### config.mk
export PLATFORM = sky130hd
export DESIGN_NAME = flagmask_alu
export DESIGN_NICKNAME = d
export VERILOG_FILES = /design/src/rtl/flagmask_alu_pkg.sv /design/src/rtl/alu_byte_arith.sv /design/src/rtl/alu_wide_add.sv /design/src/rtl/alu_acc_misc.sv /design/src/rtl/alu_flag_merge.sv /design/src/rtl/flagmask_alu.sv
export SDC_FILE = /design/constraint.sdc
export NUM_CORES = 1
export LEC_CHECK = 0
export BUFFER_PORTS_ARGS = -buffer_cell sky130_fd_sc_hd__buf_2
export CORE_ASPECT_RATIO = 2
export CORE_MARGIN = 2
export CORE_UTILIZATION = 57
export CTS_CLUSTER_DIAMETER = 40
export CTS_CLUSTER_SIZE = 20
export DETAILED_ROUTE_END_ITERATION = 7
export PLACE_DENSITY = 0.85
export SYNTH_ARGS = -nofsm -noshare
export SYNTH_HDL_FRONTEND = slang
export SYNTH_SLANG_ARGS = --single-unit
### constraint.sdc
create_clock -name clk -period 0.9 [get_ports clk]
set_clock_uncertainty 0.1 [all_clocks]
set_input_delay 0 -clock clk [delete_from_list [all_inputs] [get_ports clk]]
set_output_delay 0 -clock clk [all_outputs]
set_load 0.05 [all_outputs]
### src/rtl/flagmask_alu_pkg.sv
package flagmask_alu_pkg;

  typedef enum logic [4:0] {
    OP_ADD  = 5'd0,
    OP_ADC  = 5'd1,
    OP_SUB  = 5'd2,
    OP_SBC  = 5'd3,
    OP_AND  = 5'd4,
    OP_XOR  = 5'd5,
    OP_OR   = 5'd6,
    OP_CMP  = 5'd7,
    OP_INC  = 5'd8,
    OP_DEC  = 5'd9,
    OP_ADDW = 5'd10,
    OP_RLC  = 5'd11,
    OP_RRC  = 5'd12,
    OP_RLT  = 5'd13,
    OP_RRT  = 5'd14,
    OP_DADJ = 5'd15,
    OP_INV  = 5'd16,
    OP_SETC = 5'd17,
    OP_FLPC = 5'd18
  } alu_op_e;

  // Four architected flags, packed in flag-byte order (bit 7 down to bit 4).
  typedef struct packed {
    logic z;
    logic n;
    logic h;
    logic c;
  } flag4_t;

  localparam int FLAG_NUM = 4;
  localparam int FLAG_LSB = 4;

  typedef enum logic [1:0] {
    UNIT_NONE  = 2'd0,
    UNIT_BYTE  = 2'd1,
    UNIT_WIDE  = 2'd2,
    UNIT_ACCMX = 2'd3
  } unit_e;

  // Which flags an operation is allowed to write.
  function automatic flag4_t update_mask(alu_op_e code);
    flag4_t m;
    unique case (code)
      OP_ADD, OP_ADC, OP_SUB, OP_SBC,
      OP_AND, OP_XOR, OP_OR, OP_CMP,
      OP_RLC, OP_RRC, OP_RLT, OP_RRT:  m = '{z: 1'b1, n: 1'b1, h: 1'b1, c: 1'b1};
      OP_INC, OP_DEC:                  m = '{z: 1'b1, n: 1'b1, h: 1'b1, c: 1'b0};
      OP_ADDW, OP_SETC, OP_FLPC:       m = '{z: 1'b0, n: 1'b1, h: 1'b1, c: 1'b1};
      OP_DADJ:                         m = '{z: 1'b1, n: 1'b0, h: 1'b1, c: 1'b1};
      OP_INV:                          m = '{z: 1'b0, n: 1'b1, h: 1'b1, c: 1'b0};
      default:                         m = '0;
    endcase
    return m;
  endfunction

  function automatic unit_e unit_of(alu_op_e code);
    unit_e u;
    unique case (code)
      OP_ADD, OP_ADC, OP_SUB, OP_SBC, OP_AND,
      OP_XOR, OP_OR, OP_CMP, OP_INC, OP_DEC:    u = UNIT_BYTE;
      OP_ADDW:                                  u = UNIT_WIDE;
      OP_RLC, OP_RRC, OP_RLT, OP_RRT,
      OP_DADJ, OP_INV, OP_SETC, OP_FLPC:        u = UNIT_ACCMX;
      default:                                  u = UNIT_NONE;
    endcase
    return u;
  endfunction

  function automatic logic writes_result(alu_op_e code);
    logic w;
    unique case (code)
      OP_CMP, OP_SETC, OP_FLPC: w = 1'b0;
      default:                  w = (unit_of(code) != UNIT_NONE);
    endcase
    return w;
  endfunction

endpackage

### src/rtl/alu_byte_arith.sv
module alu_byte_arith
  import flagmask_alu_pkg::*;
#(
  parameter int DATA_W = 8
) (
  input  alu_op_e             code,
  input  logic [DATA_W-1:0]   lhs,
  input  logic [DATA_W-1:0]   rhs,
  input  logic                carry_in,
  output logic [DATA_W-1:0]   res,
  output flag4_t              raw
);
  localparam int NIB_W = DATA_W / 2;

  logic [DATA_W:0]   full;
  logic [NIB_W:0]    low;
  logic [DATA_W-1:0] operand;
  logic              cy;

  always_comb begin
    cy      = 1'b0;
    operand = rhs;
    full    = '0;
    low     = '0;
    res     = '0;
    raw     = '0;
    unique case (code)
      OP_ADD, OP_ADC, OP_INC: begin
        if (code == OP_INC) operand = DATA_W'(1);
        cy   = (code == OP_ADC) && carry_in;
        full = {1'b0, lhs} + {1'b0, operand} + {{DATA_W{1'b0}}, cy};
        low  = {1'b0, lhs[NIB_W-1:0]} + {1'b0, operand[NIB_W-1:0]} + {{NIB_W{1'b0}}, cy};
        res  = full[DATA_W-1:0];
        raw.n = 1'b0;
        raw.h = low[NIB_W];
        raw.c = full[DATA_W];
      end
      OP_SUB, OP_SBC, OP_CMP, OP_DEC: begin
        if (code == OP_DEC) operand = DATA_W'(1);
        cy   = (code == OP_SBC) && carry_in;
        full = {1'b0, lhs} - {1'b0, operand} - {{DATA_W{1'b0}}, cy};
        low  = {1'b0, lhs[NIB_W-1:0]} - {1'b0, operand[NIB_W-1:0]} - {{NIB_W{1'b0}}, cy};
        res  = full[DATA_W-1:0];
        raw.n = 1'b1;
        raw.h = low[NIB_W];
        raw.c = full[DATA_W];
      end
      OP_AND: begin
        res   = lhs & rhs;
        raw.h = 1'b1;
      end
      OP_XOR: res = lhs ^ rhs;
      OP_OR:  res = lhs | rhs;
      default: res = '0;
    endcase
    raw.z = (res == '0);
  end

endmodule

### src/rtl/alu_wide_add.sv
module alu_wide_add
  import flagmask_alu_pkg::*;
#(
  parameter int DATA_W = 8
) (
  input  logic [2*DATA_W-1:0] pair,
  input  logic [2*DATA_W-1:0] addend,
  output logic [2*DATA_W-1:0] sum,
  output flag4_t              raw
);
  localparam int WIDE_W = 2 * DATA_W;
  localparam int HC_W   = WIDE_W - DATA_W / 2;

  logic [WIDE_W:0] full;
  logic [HC_W:0]   part;

  always_comb begin
    full  = {1'b0, pair} + {1'b0, addend};
    part  = {1'b0, pair[HC_W-1:0]} + {1'b0, addend[HC_W-1:0]};
    sum   = full[WIDE_W-1:0];
    raw.z = 1'b0;
    raw.n = 1'b0;
    raw.h = part[HC_W];
    raw.c = full[WIDE_W];
  end

endmodule

### src/rtl/alu_acc_misc.sv
module alu_acc_misc
  import flagmask_alu_pkg::*;
#(
  parameter int DATA_W = 8
) (
  input  alu_op_e           code,
  input  logic [DATA_W-1:0] acc,
  input  flag4_t            cur,
  output logic [DATA_W-1:0] res,
  output flag4_t            raw
);
  localparam int NIB_W = DATA_W / 2;
  localparam logic [DATA_W-1:0] HI_FIX  = DATA_W'(8'h60);
  localparam logic [DATA_W-1:0] LO_FIX  = DATA_W'(8'h06);
  localparam logic [DATA_W-1:0] HI_LIM  = DATA_W'(8'h99);
  localparam logic [NIB_W-1:0]  NIB_LIM = NIB_W'(9);

  logic [DATA_W-1:0] adj;
  logic              dcy;

  always_comb begin
    adj = '0;
    dcy = cur.c;
    if (!cur.n) begin
      if (cur.c || (acc > HI_LIM)) begin
        adj = adj | HI_FIX;
        dcy = 1'b1;
      end
      if (cur.h || (acc[NIB_W-1:0] > NIB_LIM)) adj = adj | LO_FIX;
    end else begin
      if (cur.c) adj = adj | HI_FIX;
      if (cur.h) adj = adj | LO_FIX;
    end
  end

  always_comb begin
    res = '0;
    raw = '0;
    unique case (code)
      OP_RLC: begin
        res   = {acc[DATA_W-2:0], acc[DATA_W-1]};
        raw.c = acc[DATA_W-1];
      end
      OP_RRC: begin
        res   = {acc[0], acc[DATA_W-1:1]};
        raw.c = acc[0];
      end
      OP_RLT: begin
        res   = {acc[DATA_W-2:0], cur.c};
        raw.c = acc[DATA_W-1];
      end
      OP_RRT: begin
        res   = {cur.c, acc[DATA_W-1:1]};
        raw.c = acc[0];
      end
      OP_DADJ: begin
        res   = cur.n ? (acc - adj) : (acc + adj);
        raw.z = (res == '0);
        raw.n = cur.n;
        raw.c = dcy;
      end
      OP_INV: begin
        res   = ~acc;
        raw.n = 1'b1;
        raw.h = 1'b1;
      end
      OP_SETC: raw.c = 1'b1;
      OP_FLPC: raw.c = ~cur.c;
      default: res = '0;
    endcase
  end

endmodule

### src/rtl/alu_flag_merge.sv
module alu_flag_merge
  import flagmask_alu_pkg::*;
(
  input  flag4_t mask,
  input  flag4_t fresh,
  input  flag4_t kept,
  output flag4_t merged
);
  logic [FLAG_NUM-1:0] m_v, f_v, k_v, o_v;

  assign m_v = mask;
  assign f_v = fresh;
  assign k_v = kept;

  for (genvar i = 0; i < FLAG_NUM; i++) begin : g_bit
    assign o_v[i] = m_v[i] ? f_v[i] : k_v[i];
  end

  assign merged = o_v;

endmodule

### src/rtl/flagmask_alu.sv
module flagmask_alu
  import flagmask_alu_pkg::*;
#(
  parameter int DATA_W = 8
) (
  input  logic                clk,
  input  logic                rst_n,
  input  logic                in_valid,
  input  logic [4:0]          op,
  input  logic [2*DATA_W-1:0] opa,
  input  logic [2*DATA_W-1:0] opb,
  input  logic [7:0]          flags_in,
  output logic                out_valid,
  output logic [2*DATA_W-1:0] result,
  output logic [7:0]          flags_out,
  output logic                res_we
);
  localparam int WIDE_W = 2 * DATA_W;

  alu_op_e code;
  flag4_t  cur;
  flag4_t  mask;
  unit_e   unit;

  assign code = alu_op_e'(op);
  assign cur  = flags_in[FLAG_LSB +: FLAG_NUM];
  assign mask = update_mask(code);
  assign unit = unit_of(code);

  logic [DATA_W-1:0] byte_res, misc_res;
  logic [WIDE_W-1:0] wide_res;
  flag4_t            byte_raw, wide_raw, misc_raw, sel_raw, new_flags;

  alu_byte_arith #(.DATA_W(DATA_W)) u_byte (
    .code     (code),
    .lhs      (opa[DATA_W-1:0]),
    .rhs      (opb[DATA_W-1:0]),
    .carry_in (cur.c),
    .res      (byte_res),
    .raw      (byte_raw)
  );

  alu_wide_add #(.DATA_W(DATA_W)) u_wide (
    .pair   (opa),
    .addend (opb),
    .sum    (wide_res),
    .raw    (wide_raw)
  );

  alu_acc_misc #(.DATA_W(DATA_W)) u_misc (
    .code (code),
    .acc  (opa[DATA_W-1:0]),
    .cur  (cur),
    .res  (misc_res),
    .raw  (misc_raw)
  );

  alu_flag_merge u_merge (
    .mask   (mask),
    .fresh  (sel_raw),
    .kept   (cur),
    .merged (new_flags)
  );

  // Next-state logic
  logic [WIDE_W-1:0] res_nx;
  logic              we_nx;
  logic [7:0]        flags_nx;

  always_comb begin
    unique case (unit)
      UNIT_BYTE:  begin sel_raw = byte_raw; res_nx = {{DATA_W{1'b0}}, byte_res}; end
      UNIT_WIDE:  begin sel_raw = wide_raw; res_nx = wide_res;                   end
      UNIT_ACCMX: begin sel_raw = misc_raw; res_nx = {{DATA_W{1'b0}}, misc_res}; end
      default:    begin sel_raw = '0;       res_nx = '0;                         end
    endcase
    we_nx = writes_result(code);
    if (!we_nx) res_nx = '0;
    flags_nx = {new_flags, {FLAG_LSB{1'b0}}};
  end

  // Output register, loaded only when an operation is accepted
  always_ff @(posedge clk or negedge rst_n) begin
    if (!rst_n) begin
      out_valid <= 1'b0;
      result    <= '0;
      flags_out <= '0;
      res_we    <= 1'b0;
    end else begin
      out_valid <= in_valid;
      if (in_valid) begin
        result    <= res_nx;
        flags_out <= flags_nx;
        res_we    <= we_nx;
      end
    end
  end

endmodule

==> impl_metrics.toml, run 1 <==
[logic_synthesis]
synth_ff_type = "dfrtp_1"
postSynthAreaPerCell_um2 = 7.771
syn_area_um2 = 3800
synthCells = 489
synthArstFlopShare = 1.000
synth_commonest_cells = "ha_1, inv_1, nor2_1, a21oi_1"
yosysMostFrequentCell = "ha_1"
synth_area_leaders = "ha_1, dfrtp_1, inv_1, nor2_1, a21oi_1"
synth.distinct_cells = 60
synth_top_area_frac = 0.1943
yosys_warnings = 0
ys_ff_latch = 22
synth_edf_count = 0
seq_area_frac_synth = 0.1449
synth_top_area_cell = "ha_1"

[placement]
dp.final_hpwl_um = 14110
globalplace.congestion = 0.9808
portBuffers = 65

[clock_tree]
numCtsBuffers = 3
cts-resized-gates = 148
h-tree-depth = 1
cts_num_sinks = 22
root_buffer = "clkbuf_16"
ctsHoldBuffers = 2
cts_setup_buffers = 34
cts_buffer_depth = 2

[floorplanning]
start_util = 0.5831
ios = 74
die_y_um = 119.5
fp.dieW_um = 61.74
row_count = 42

[outcome]
status = "aborted with a tool error"
lastStage = "clock tree synthesis"
error_line = "[ERROR DPL-0038] Utilization greater than 100%, impossible to legalize"
-- cells by family after synthesis --
logic type / after synthesis / share of synthesized area
compound gates: 166 / 0.3079
simple gates: 130 / 0.1663
buf+inv: 70 / 0.07508
fa+ha+maj: 64 / 0.2206
xor+xnor: 33 / 0.07606
flops: 22 / 0.1449
mux: 3 / 0.008232
other cells: 1 / 0.0009869
-- through the flow --
step	util	instances	area, µm²	setup WS (ns)	setup TNS (ns)
global placement	0.8767	803	5713	-2.392	-37.11
floorplan	-	492	4058	-2.229	-27.66
detailed placement	0.8767	803	5713	-2.811	-39.59
==> run 2: changes to the inputs <==
CORE_ASPECT_RATIO = not set   (was 2)
CORE_UTILIZATION = 40   (was 57)
CTS_CLUSTER_DIAMETER = not set   (was 40)
CTS_CLUSTER_SIZE = not set   (was 20)
PLACE_DENSITY = not set   (was 0.85)
PLACE_DENSITY_LB_ADDON = 0.15   (was not set)
==> impl_metrics.toml, run 2 <==
[worst_setup_path]
required_ns = 1.00
crit_fanout = 3
cp-start-kind = "primary input"
worstSetupPathType = "primary input to register"
end_kind = "register"
reg2reg_depth = 2
reg2reg_slack_ns = 0
reg2reg_to = "result[3]"
timing.rr.start = "result[3]"
cp.arrival_ns = 3.13

[final_layout]
largest-register = "result"
final_util = 0.7286
final_common_cell = "buf_4"
largest_reg_flops = 16
layout_common_cells = "buf_4, ha_1, buf_6"
diodes = 0
drive_gt1_frac = 0.5073
reg.largest.list = "result x16, flags_out x4"
fin_cells = 878
area_delta_synth_final_pct = 77.18
fin_area_um2 = 6733
layout.nets = 863

[drt]
antenna_left = 0
drt_drc_violations_left = 0
first_iter_violations = 319
routed_via_density = 5.514
drt-wirelength-per-cell_um = 17.71
via_count = 4841
wl_um = 15550
dr.pass1.iters = 6

[global_route]
grt_pass1_vias = 4789
track_usage = 0.2966
antenna_found_initial = 0
grt_pass1_wl_um = 24070
gr-total-overflow = 0
grt_max_degree = 23

[clock_tree]
cts_num_sinks = 22
cts_tree = "built"
h-tree-depth = 1
clock_latency_ns = 0.26
root_buffer = "clkbuf_8"
numCtsBuffers = 3
clk_transition_reported_paths_ns = 0.08
cts_buffer_depth = 2

[logic_synthesis]
synthArstFlopShare = 1.000
synth.distinct_cells = 60
synth_edf_count = 0
yosysMostFrequentCell = "ha_1"
synth_commonest_cells = "ha_1, inv_1, nor2_1, a21oi_1"
seq_area_frac_synth = 0.1449
synthCells = 489
syn_area_um2 = 3800
synth_ff_type = "dfrtp_1"
ys_ff_latch = 22
synth_top_area_cell = "ha_1"
yosys_warnings = 0
postSynthAreaPerCell_um2 = 7.771
synth_area_leaders = "ha_1, dfrtp_1, inv_1, nor2_1, a21oi_1"
synth_top_area_frac = 0.1943

[power_and_ir_drop]
power.density_nw_per_um2 = 863.6
vdd_drop_max_v = 0.0004620
cellLeakagePower_nw = 3.249
finalPower_w = 0.005814

[run]
maxCapViolations = 0

[floorplanning]
row_count = 35
die_y_um = 101.5
ios = 74
fp.dieW_um = 101.5
start_util = 0.4112
fp.dieArea_um2 = 10300
coreArea_um2 = 9240

[outcome]
violations = "setup timing"
status = "finished, violations left"

[min_path]
whs_endpoint = "flags_out[4]"
holdPathStages = 4
hold_class = "primary input to register"
min_from = "in_valid"

[timing]
post-route-period-util = 3.361
worst_slew_pin_slew_ns = 0.8667
slew_headroom = 0.4143
final.setup.worst_slack_ns = -2.125
rsz0062_at_grt = "true"
hold_viol_final = 0
slew_viol_final = 0
fmax_mhz = 330.6
setup_viol = 42
post-route-min-period_ns = 3.025

[placement]
place_inst = 833
globalplace.congestion = 0.9950
placedInstanceArea_um2 = 5675
dp.final_hpwl_um = 11670
portBuffers = 65
==> run 2: cell counts after synthesis <==
Identical to the previous run, type by type.
==> run 2: metal layers <==
| metal | GRT usage | routed length (µm) | part of all wire |
|---|---|---|---|
| met1 | 0.3733 | 6498 | 0.42 |
| met2 | 0.5181 | 7599 | 0.49 |
| met3 | 0.03658 | 844 | 0.054 |
| met4 | 0.1102 | 604 | 0.039 |
| met5 | 0 | 0 | 0 |
==> run 2: cell type report <==
cell class | instances | area, µm²
multi-input combinational | 400 | 3592
clock buffer | 3 | 41.29
fill | 665 | 2507
tap | 129 | 161.4
timing repair buffer | 276 | 2193
inverter | 48 | 193.9
sequential | 22 | 550.5
==> run 2: critical path: stages <==
cell and delay [ns]:
buf_8 0.10, buf_6 0.11, inv_4 0.06, ha_4 0.13, nor3b_4 0.28, nor2_2 0.08, fa_2 0.35, fa_2 0.55
o221ai_2 0.11, a21oi_2 0.17, o211ai_1 0.15, or4_1 0.48, or4_4 0.42, a21oi_2 0.12
==> run 2: cells by family (layout without fill, tap and decap cells) <==
kind of cell | after synthesis | after routing | synth area share
buffers and inverters | 70 | 327 | 0.07508
multiplexers | 3 | 3 | 0.008232
flip-flops | 22 | 22 | 0.1449
AO/OA/AOI/OAI | 166 | 166 | 0.3079
XOR/XNOR | 33 | 33 | 0.07606
adder cells (fa/ha/maj) | 64 | 64 | 0.2206
AND/OR/NAND/NOR | 130 | 130 | 0.1663
other | 1 | 4 | 0.0009869
==> run 2: worst max path at each step <==
stage / startpoint / to / slack, ns / cells after the start
2_1_floorplan: op[4] / flags_out[7] / -2.23 / 15
3_3_place_gp: op[1] / flags_out[7] / -2.45 / 16
3_5_place_dp: op[1] / flags_out[7] / -2.51 / 16
4_1_cts: op[1] / flags_out[7] / -2.10 / 15
5_1_grt: op[0] / flags_out[7] / -2.21 / 14
6_report: op[0] / flags_out[7] / -2.12 / 14
==> run 2: repair_timing <==
action / CTS / global route
hold buffers: 2 / 0
gates resized for setup: 125 / 39
pin swaps: 60 / 46
setup endpoints to repair: 43 / 43
setup buffers: 30 / 13
endpoints found under the hold margin: 24 / 0
==> run 2: metrics by stage <==
stage	setup WS, ns	hold slack (ns)	setup TNS (ns)
floorplan	-2.229	-0.3956	-27.66
global placement	-2.446	-0.1124	-38.48
detailed placement	-2.506	-0.1063	-38.83
CTS	-2.099	0.004862	-30.74
global route	-2.206	0.02999	-33.32
finish	-2.125	0.01615	-31.22
==> run 2: report_power, final <==
part	switching [W]	internal, W	leakage, nW
clock	0.000321	0.000299	0.0216
sequential	0.0000360	0.00103	0.294
combinational	0.00207	0.00205	2.93
total	0.00243	0.00339	3.25
(Power assumes the default switching activity.)
